[src/rtl/msuPkg.sv]
package msuPkg;

  typedef enum logic [4:0] {
    OP_LD_SV   = 5'b10100,
    OP_LD_PH   = 5'b10101,
    OP_LD_MR_S = 5'b10110,
    OP_LD_MR_U = 5'b10111,
    OP_MUL_SUB = 5'b11000,
    OP_MUL_ADD = 5'b11001,
    OP_SHF_PAS = 5'b11010,
    OP_MUL_PAS = 5'b11011,
    OP_SHF_SUB = 5'b11100,
    OP_SHF_ADD = 5'b11101
  } msuOp_e;

  typedef enum logic [1:0] {
    CMB_PASS = 2'd0,
    CMB_ADD  = 2'd1,
    CMB_SUB  = 2'd2
  } combine_e;

  typedef struct packed {
    logic     ldSv;
    logic     ldPh;
    logic     ldMr;
    logic     mrUnsigned;
    logic     arith;
    logic     useShift;
    combine_e combine;
  } msuStrobe_t;

endpackage

[src/rtl/msuControl.sv]
module msuControl
  import msuPkg::*;
(
  input  logic       clk,
  input  logic       rstN,
  input  logic       issue,
  input  logic [4:0] subOp,
  output msuStrobe_t strobe
);

  always_comb begin
    strobe = '0;
    strobe.combine = CMB_PASS;
    if (issue) begin
      unique case (subOp)
        OP_LD_SV:   strobe.ldSv = 1'b1;
        OP_LD_PH:   strobe.ldPh = 1'b1;
        OP_LD_MR_S: strobe.ldMr = 1'b1;
        OP_LD_MR_U: begin
          strobe.ldMr       = 1'b1;
          strobe.mrUnsigned = 1'b1;
        end
        OP_MUL_SUB: begin
          strobe.arith   = 1'b1;
          strobe.combine = CMB_SUB;
        end
        OP_MUL_ADD: begin
          strobe.arith   = 1'b1;
          strobe.combine = CMB_ADD;
        end
        OP_MUL_PAS: strobe.arith = 1'b1;
        OP_SHF_PAS: begin
          strobe.arith    = 1'b1;
          strobe.useShift = 1'b1;
        end
        OP_SHF_SUB: begin
          strobe.arith    = 1'b1;
          strobe.useShift = 1'b1;
          strobe.combine  = CMB_SUB;
        end
        OP_SHF_ADD: begin
          strobe.arith    = 1'b1;
          strobe.useShift = 1'b1;
          strobe.combine  = CMB_ADD;
        end
        default: strobe = '0;
      endcase
    end
  end

  // At most one kind of register update per issued operation
  assert_single_target_R2: assert property (@(posedge clk) disable iff (!rstN)
    $onehot0({strobe.ldSv, strobe.ldPh, strobe.ldMr, strobe.arith}));

  // Nothing is strobed while idle
  assert_idle_quiet_R10: assert property (@(posedge clk) disable iff (!rstN)
    !issue |-> (strobe == '0));

endmodule

[src/rtl/msuDatapath.sv]
module msuDatapath
  import msuPkg::*;
#(
  parameter int DATA_W = 16,
  parameter int IDX_W  = 4
) (
  input  logic                      clk,
  input  logic                      rstN,
  input  msuStrobe_t                strobe,
  input  logic                      srcSel,
  input  logic                      dstSel,
  input  logic                      extMode,
  input  logic [IDX_W-1:0]          accIdx,
  input  logic [DATA_W-1:0]         accMain,
  input  logic [DATA_W-1:0]         accOffset,
  output logic                      wbValid,
  output logic [IDX_W-1:0]          wbIdx,
  output logic                      wbOffset,
  output logic [DATA_W-1:0]         wbData,
  output logic [$clog2(DATA_W)-1:0] svReg,
  output logic [DATA_W-1:0]         phReg,
  output logic [DATA_W-1:0]         mrReg,
  output logic                      umReg,
  output logic [3:0]                flagReg
);

  localparam int SV_W   = $clog2(DATA_W);
  localparam int PROD_W = 2 * DATA_W;
  localparam int MSB    = DATA_W - 1;

  logic [DATA_W-1:0]        operand, other;
  logic signed [DATA_W:0]   mulA, mulB;
  logic signed [PROD_W+1:0] mulFull;
  logic [PROD_W-1:0]        shiftSrc, shiftProd, wide;
  logic [DATA_W-1:0]        lowPart, highPart, result;
  logic [DATA_W:0]          sumExt, diffExt;
  logic                     carryBit, ovfBit;
  logic [3:0]               arithFlags, loadFlags;

  assign operand = srcSel ? accOffset : accMain;
  assign other   = srcSel ? accMain : accOffset;

  // Extend both factors by one bit: sign bit when signed mode, zero when unsigned
  assign mulA    = {(~umReg) & mrReg[MSB], mrReg};
  assign mulB    = {(~umReg) & operand[MSB], operand};
  assign mulFull = mulA * mulB;

  assign shiftSrc  = extMode ? {{DATA_W{operand[MSB]}}, operand}
                             : {{DATA_W{1'b0}}, operand};
  assign shiftProd = shiftSrc << svReg;

  assign wide     = strobe.useShift ? shiftProd : mulFull[PROD_W-1:0];
  assign lowPart  = wide[DATA_W-1:0];
  assign highPart = wide[PROD_W-1:DATA_W];

  assign sumExt  = {1'b0, other} + {1'b0, lowPart};
  assign diffExt = {1'b0, other} - {1'b0, lowPart};

  always_comb begin
    result   = lowPart;
    carryBit = 1'b0;
    ovfBit   = 1'b0;
    case (strobe.combine)
      CMB_ADD: begin
        result   = sumExt[DATA_W-1:0];
        carryBit = sumExt[DATA_W];
        ovfBit   = (other[MSB] == lowPart[MSB]) && (result[MSB] != other[MSB]);
      end
      CMB_SUB: begin
        result   = diffExt[DATA_W-1:0];
        carryBit = diffExt[DATA_W];
        ovfBit   = (other[MSB] != lowPart[MSB]) && (result[MSB] != other[MSB]);
      end
      default: ;
    endcase
  end

  assign arithFlags = {ovfBit, carryBit, result[MSB], result == '0};
  assign loadFlags  = {flagReg[3:2], operand[MSB], operand == '0};

  always_ff @(posedge clk or negedge rstN) begin
    if (!rstN) begin
      svReg    <= '0;
      phReg    <= '0;
      mrReg    <= '0;
      umReg    <= 1'b0;
      flagReg  <= '0;
      wbValid  <= 1'b0;
      wbIdx    <= '0;
      wbOffset <= 1'b0;
      wbData   <= '0;
    end else begin
      wbValid <= strobe.arith;
      if (strobe.ldSv) svReg <= operand[SV_W-1:0];
      if (strobe.ldPh) phReg <= operand;
      if (strobe.ldMr) begin
        mrReg <= operand;
        umReg <= strobe.mrUnsigned;
      end
      if (strobe.ldSv || strobe.ldPh || strobe.ldMr) flagReg <= loadFlags;
      if (strobe.arith) begin
        phReg    <= highPart;
        flagReg  <= arithFlags;
        wbData   <= result;
        wbOffset <= dstSel;
        wbIdx    <= accIdx;
      end
    end
  end

  // A zero-extended shift by zero places leaves nothing in the upper half
  assert_shift_zero_upper_R6: assert property (@(posedge clk) disable iff (!rstN)
    (strobe.arith && strobe.useShift && !extMode && svReg == '0) |=> (phReg == '0));

  // Write-back only ever follows an arithmetic strobe
  assert_wb_follows_arith_R5: assert property (@(posedge clk) disable iff (!rstN)
    !strobe.arith |=> !wbValid);

endmodule

[src/rtl/mulShiftUnit.sv]
module mulShiftUnit
  import msuPkg::*;
#(
  parameter int DATA_W = 16,
  parameter int IDX_W  = 4
) (
  input  logic                      clk,
  input  logic                      rstN,
  input  logic                      issue,
  input  logic [4:0]                subOp,
  input  logic [IDX_W-1:0]          accIdx,
  input  logic                      srcSel,
  input  logic                      dstSel,
  input  logic                      extMode,
  input  logic [DATA_W-1:0]         accMain,
  input  logic [DATA_W-1:0]         accOffset,
  output logic                      wbValid,
  output logic [IDX_W-1:0]          wbIdx,
  output logic                      wbOffset,
  output logic [DATA_W-1:0]         wbData,
  output logic [$clog2(DATA_W)-1:0] svOut,
  output logic [DATA_W-1:0]         phOut,
  output logic [DATA_W-1:0]         mrOut,
  output logic                      umOut,
  output logic [3:0]                statusFlags
);

  msuStrobe_t strobe;

  msuControl uCtrl (
    .clk    (clk),
    .rstN   (rstN),
    .issue  (issue),
    .subOp  (subOp),
    .strobe (strobe)
  );

  msuDatapath #(.DATA_W(DATA_W), .IDX_W(IDX_W)) uData (
    .clk       (clk),
    .rstN      (rstN),
    .strobe    (strobe),
    .srcSel    (srcSel),
    .dstSel    (dstSel),
    .extMode   (extMode),
    .accIdx    (accIdx),
    .accMain   (accMain),
    .accOffset (accOffset),
    .wbValid   (wbValid),
    .wbIdx     (wbIdx),
    .wbOffset  (wbOffset),
    .wbData    (wbData),
    .svReg     (svOut),
    .phReg     (phOut),
    .mrReg     (mrOut),
    .umReg     (umOut),
    .flagReg   (statusFlags)
  );

  assert_um_set_R3: assert property (@(posedge clk) disable iff (!rstN)
    (issue && subOp == 5'b10111) |=> umOut);

  assert_um_clear_R3: assert property (@(posedge clk) disable iff (!rstN)
    (issue && subOp == 5'b10110) |=> !umOut);

  assert_load_keeps_cv_R9: assert property (@(posedge clk) disable iff (!rstN)
    (issue && subOp[4:2] == 3'b101) |=> ($stable(statusFlags[3:2]) && !wbValid));

  assert_transfer_no_cv_R8: assert property (@(posedge clk) disable iff (!rstN)
    (issue && (subOp == 5'b11010 || subOp == 5'b11011)) |=> (statusFlags[3:2] == 2'b00));

  assert_idle_hold_R10: assert property (@(posedge clk) disable iff (!rstN)
    !issue |=> ($stable(phOut) && $stable(mrOut) && $stable(svOut) && $stable(umOut)
                && $stable(statusFlags) && !wbValid));

endmodule

[config.mk]
export PLATFORM = sky130hd
export DESIGN_NAME = mulShiftUnit
export DESIGN_NICKNAME = d
export VERILOG_FILES = /design/src/rtl/msuPkg.sv /design/src/rtl/msuControl.sv /design/src/rtl/msuDatapath.sv /design/src/rtl/mulShiftUnit.sv
export SDC_FILE = /design/constraint.sdc
export NUM_CORES = 1
export LEC_CHECK = 0
export BUFFER_PORTS_ARGS = -buffer_cell sky130_fd_sc_hd__buf_2
export CAP_MARGIN = 20
export CORE_UTILIZATION = 35
export CTS_CLUSTER_SIZE = 12
export DETAILED_ROUTE_END_ITERATION = 10
export PLACE_DENSITY = 0.48
export RECOVER_POWER = 25
export SETUP_SLACK_MARGIN = 0.2
export SYNTH_ARGS = -nofsm -noshare
export SYNTH_HDL_FRONTEND = slang
export SYNTH_SLANG_ARGS = --single-unit
[constraint.sdc]
create_clock -name clk -period 17.1 [get_ports clk]
set_input_delay 2.565 -clock clk [delete_from_list [all_inputs] [get_ports clk]]
set_output_delay 2.565 -clock clk [all_outputs]
set_load 0.03 [all_outputs]
==> flow_summary.ini <==
[die]
die_x_um = 221
core_um2 = 47000
rows = 79
initial_core_util_pct = 35.8
die_h_um = 221
ios = 110
die_area_um2 = 48900

[place]
routabilityCongestion = 0.855
hpwl_um = 41500
portBuffers = 109

[yosys]
yosys_warnings = 0
yosysUniqueCellTypes = 80
syn_area_per_cell_um2 = 8.66
ys_seq_area_share_pct = 9.38
synthArstFlopShare_pct = 100
synthTopCellsByArea = fa_1 34%, dfrtp_1 9.4%, ha_1 8.7%
synthTopCellsByCount = 339 x inv_1, 284 x fa_1, 254 x nand2_1
ys.flop_type = dfrtp_1
yosysTopAreaCell = fa_1
ys_seq_elements = 63
syn-num-nets = 2388
synth-edff-count = 0
yosys.cell_count.top_type = inv_1
synth_top_area_share_pct = 33.8
syn-instance-count = 1940
syn_area_um2 = 16800

[sta]
clock_skew_ns = 0.00460
hold_viol_final = 0
fin_crit_sh_pct = 64.1
min_period_ns = 10.95
slew_violations = 64
fmax_mhz = 91.3
rsz0062_at_grt = false
finalSetupTns_ns = 0
setup_violations = 0
worst_pin_slew_ns = 3.56
slew_headroom_pct = -137

[setup_path]
slowest_delay_ns = 0.75
critPathTopFamily = adder cells
path_class = in2reg
crit_required_ns = 17.34
crit_arrival_ns = 11.19
cpMostUsedCell = inv_1
startpoint_type = primary input
cpMaxStageDelayCell = mux2_1
critical_path.endpoint_type = register
cp_max_fo = 52
worst-path-buf-inv = 9

[detailed_routing]
drtPass1Iterations = 5
viasPerCell = 5.34
num_vias = 13900
drt_iter0_markers = 938
wl_um = 53600
drc = 0
wl_per_cell_um = 20.7
drtAntennaViolNets = 0

[clock_network]
cts_buffers = 9
cts_hold_buf = 0
clk_latency_ns = 0.34
cts_setup_buffers = 0
cts.sinks = 63
cts_max_level = 3
cts_tree = done
path_clk_slew_ns = 0.05
clockBufferDepth = 2
cts_root_buf = clkbuf_16
postCtsResizedCells = 0

[grt]
antenna_found_initial = 3
grt_pass1_wl_um = 85100
overflow = 0
grt_usage_pct = 22.4
grt_pass1_vias = 14400
grt_max_degree = 64

[finish]
drive_gt1_share_pct = 10.6
register_area_um2 = 1580
area_delta_synth_final_pct = 8.35
nNetsFinal = 2434
multiInputGateArea_um2 = 13500
nFillCells = 4814

[outcome]
status = finished with violations
violations = max-capacitance violations, max-slew violations

[flow_run]
maxCapViolCount = 1

[worst_hold_path]
hp-class = reg2reg
-- tightest hold or removal path, stage by stage (launching register included) --
cell and delay, ns:
dfrtp_1 0.34, nand2_1 0.05, nand2_1 0.06
-- layer usage --
metal,vias up,GRT usage [%],wire [µm]
met1,7106,33.1,25700
met3,45,1.78,2500
met5,-,0,0
met4,0,4.78,728
met2,395,35.7,24700
li1,6312,-,-
-- path summary, 6_finish.rpt --
| path | slack (ns) | from | end | depth (start not counted) |
|---|---|---|---|---|
| hold reg to reg | 0.48 | uData.wbData[6]$_DFFE_PN0P_ | uData.wbData[6]$_DFFE_PN0P_ | 2 |
| min in group asynchronous | 3.53 | rstN | uData.wbIdx[0]$_DFFE_PN0P_ | 2 |
| max in group asynchronous | 11.57 | rstN | uData.mrReg[3]$_DFFE_PN0P_ | 2 |
| setup / recovery | 6.15 | srcSel | uData.flagReg[0]$_DFFE_PN0P_ | 33 |
| hold / removal | 0.48 | uData.wbData[6]$_DFFE_PN0P_ | uData.wbData[6]$_DFFE_PN0P_ | 2 |
| setup reg to reg | 8.98 | uData.mrReg[5]$_DFFE_PN0P_ | uData.flagReg[0]$_DFFE_PN0P_ | 23 |
-- cell type report --
type	instances	area share (%)
antenna	1	0.0137
clock buffer	14	1.56
inverter	341	7.03
multi-input combinational	1436	74.4
sequential	63	8.66
tap	607	4.17
timing repair buffer	135	4.16
-- state kept, by name, summed over array words and instances, names as in the netlist --
signal          cells
uData.phReg        16
uData.wbValid       1
uData.umReg         1
uData.wbIdx         4
uData.wbData       16
uData.wbOffset      1
uData.svReg         4
uData.flagReg       4
uData.mrReg        16
-- cells by family (layout without fill, tap and decap cells) --
group,after synthesis,count (layout),synth area share [%]
simple gates,578,578,16.8
buf+inv,441,490,10.0
fa+ha+maj,401,401,42.5
compound gates,326,326,12.6
mux,81,81,6.06
flops,63,63,9.38
xor+xnor,50,50,2.61
other cells,0,1,0
-- metrics by stage --
step	utilization, %	hold slack, ns	instance area [µm²]	instances	worst slack [ns]
final	38.8	0.478	18200	2597	6.15
after global routing	38.8	0.489	18200	2597	5.64
after CTS	38.7	0.479	18200	2595	6.32
after detailed placement	38.1	0.457	17900	2581	6.01
after global placement	38.1	0.459	17900	2581	6.12
after floorplan	-	0.450	16800	1940	7.30
-- cell usage in the layout (no fill, tap or decap), drive strengths merged, types with 15 or more instances in the layout --
master and n:
a21o 16, or3 26, nand2 254, mux2i 32, xor2 23, nand3 16
buf 134, nor3 15, o21ai 85, xnor2 27, o211ai 21, clkbuf 15
ha 117, and2 126, nand2b 16, dfrtp 63, inv 340, a21oi 80
nor2b 22, mux2 37, fa 284, nor2 66
Power is left out: the tool's default activity adds up to more than one toggle a clock period on the data nets, which glitch-free logic cannot reach.
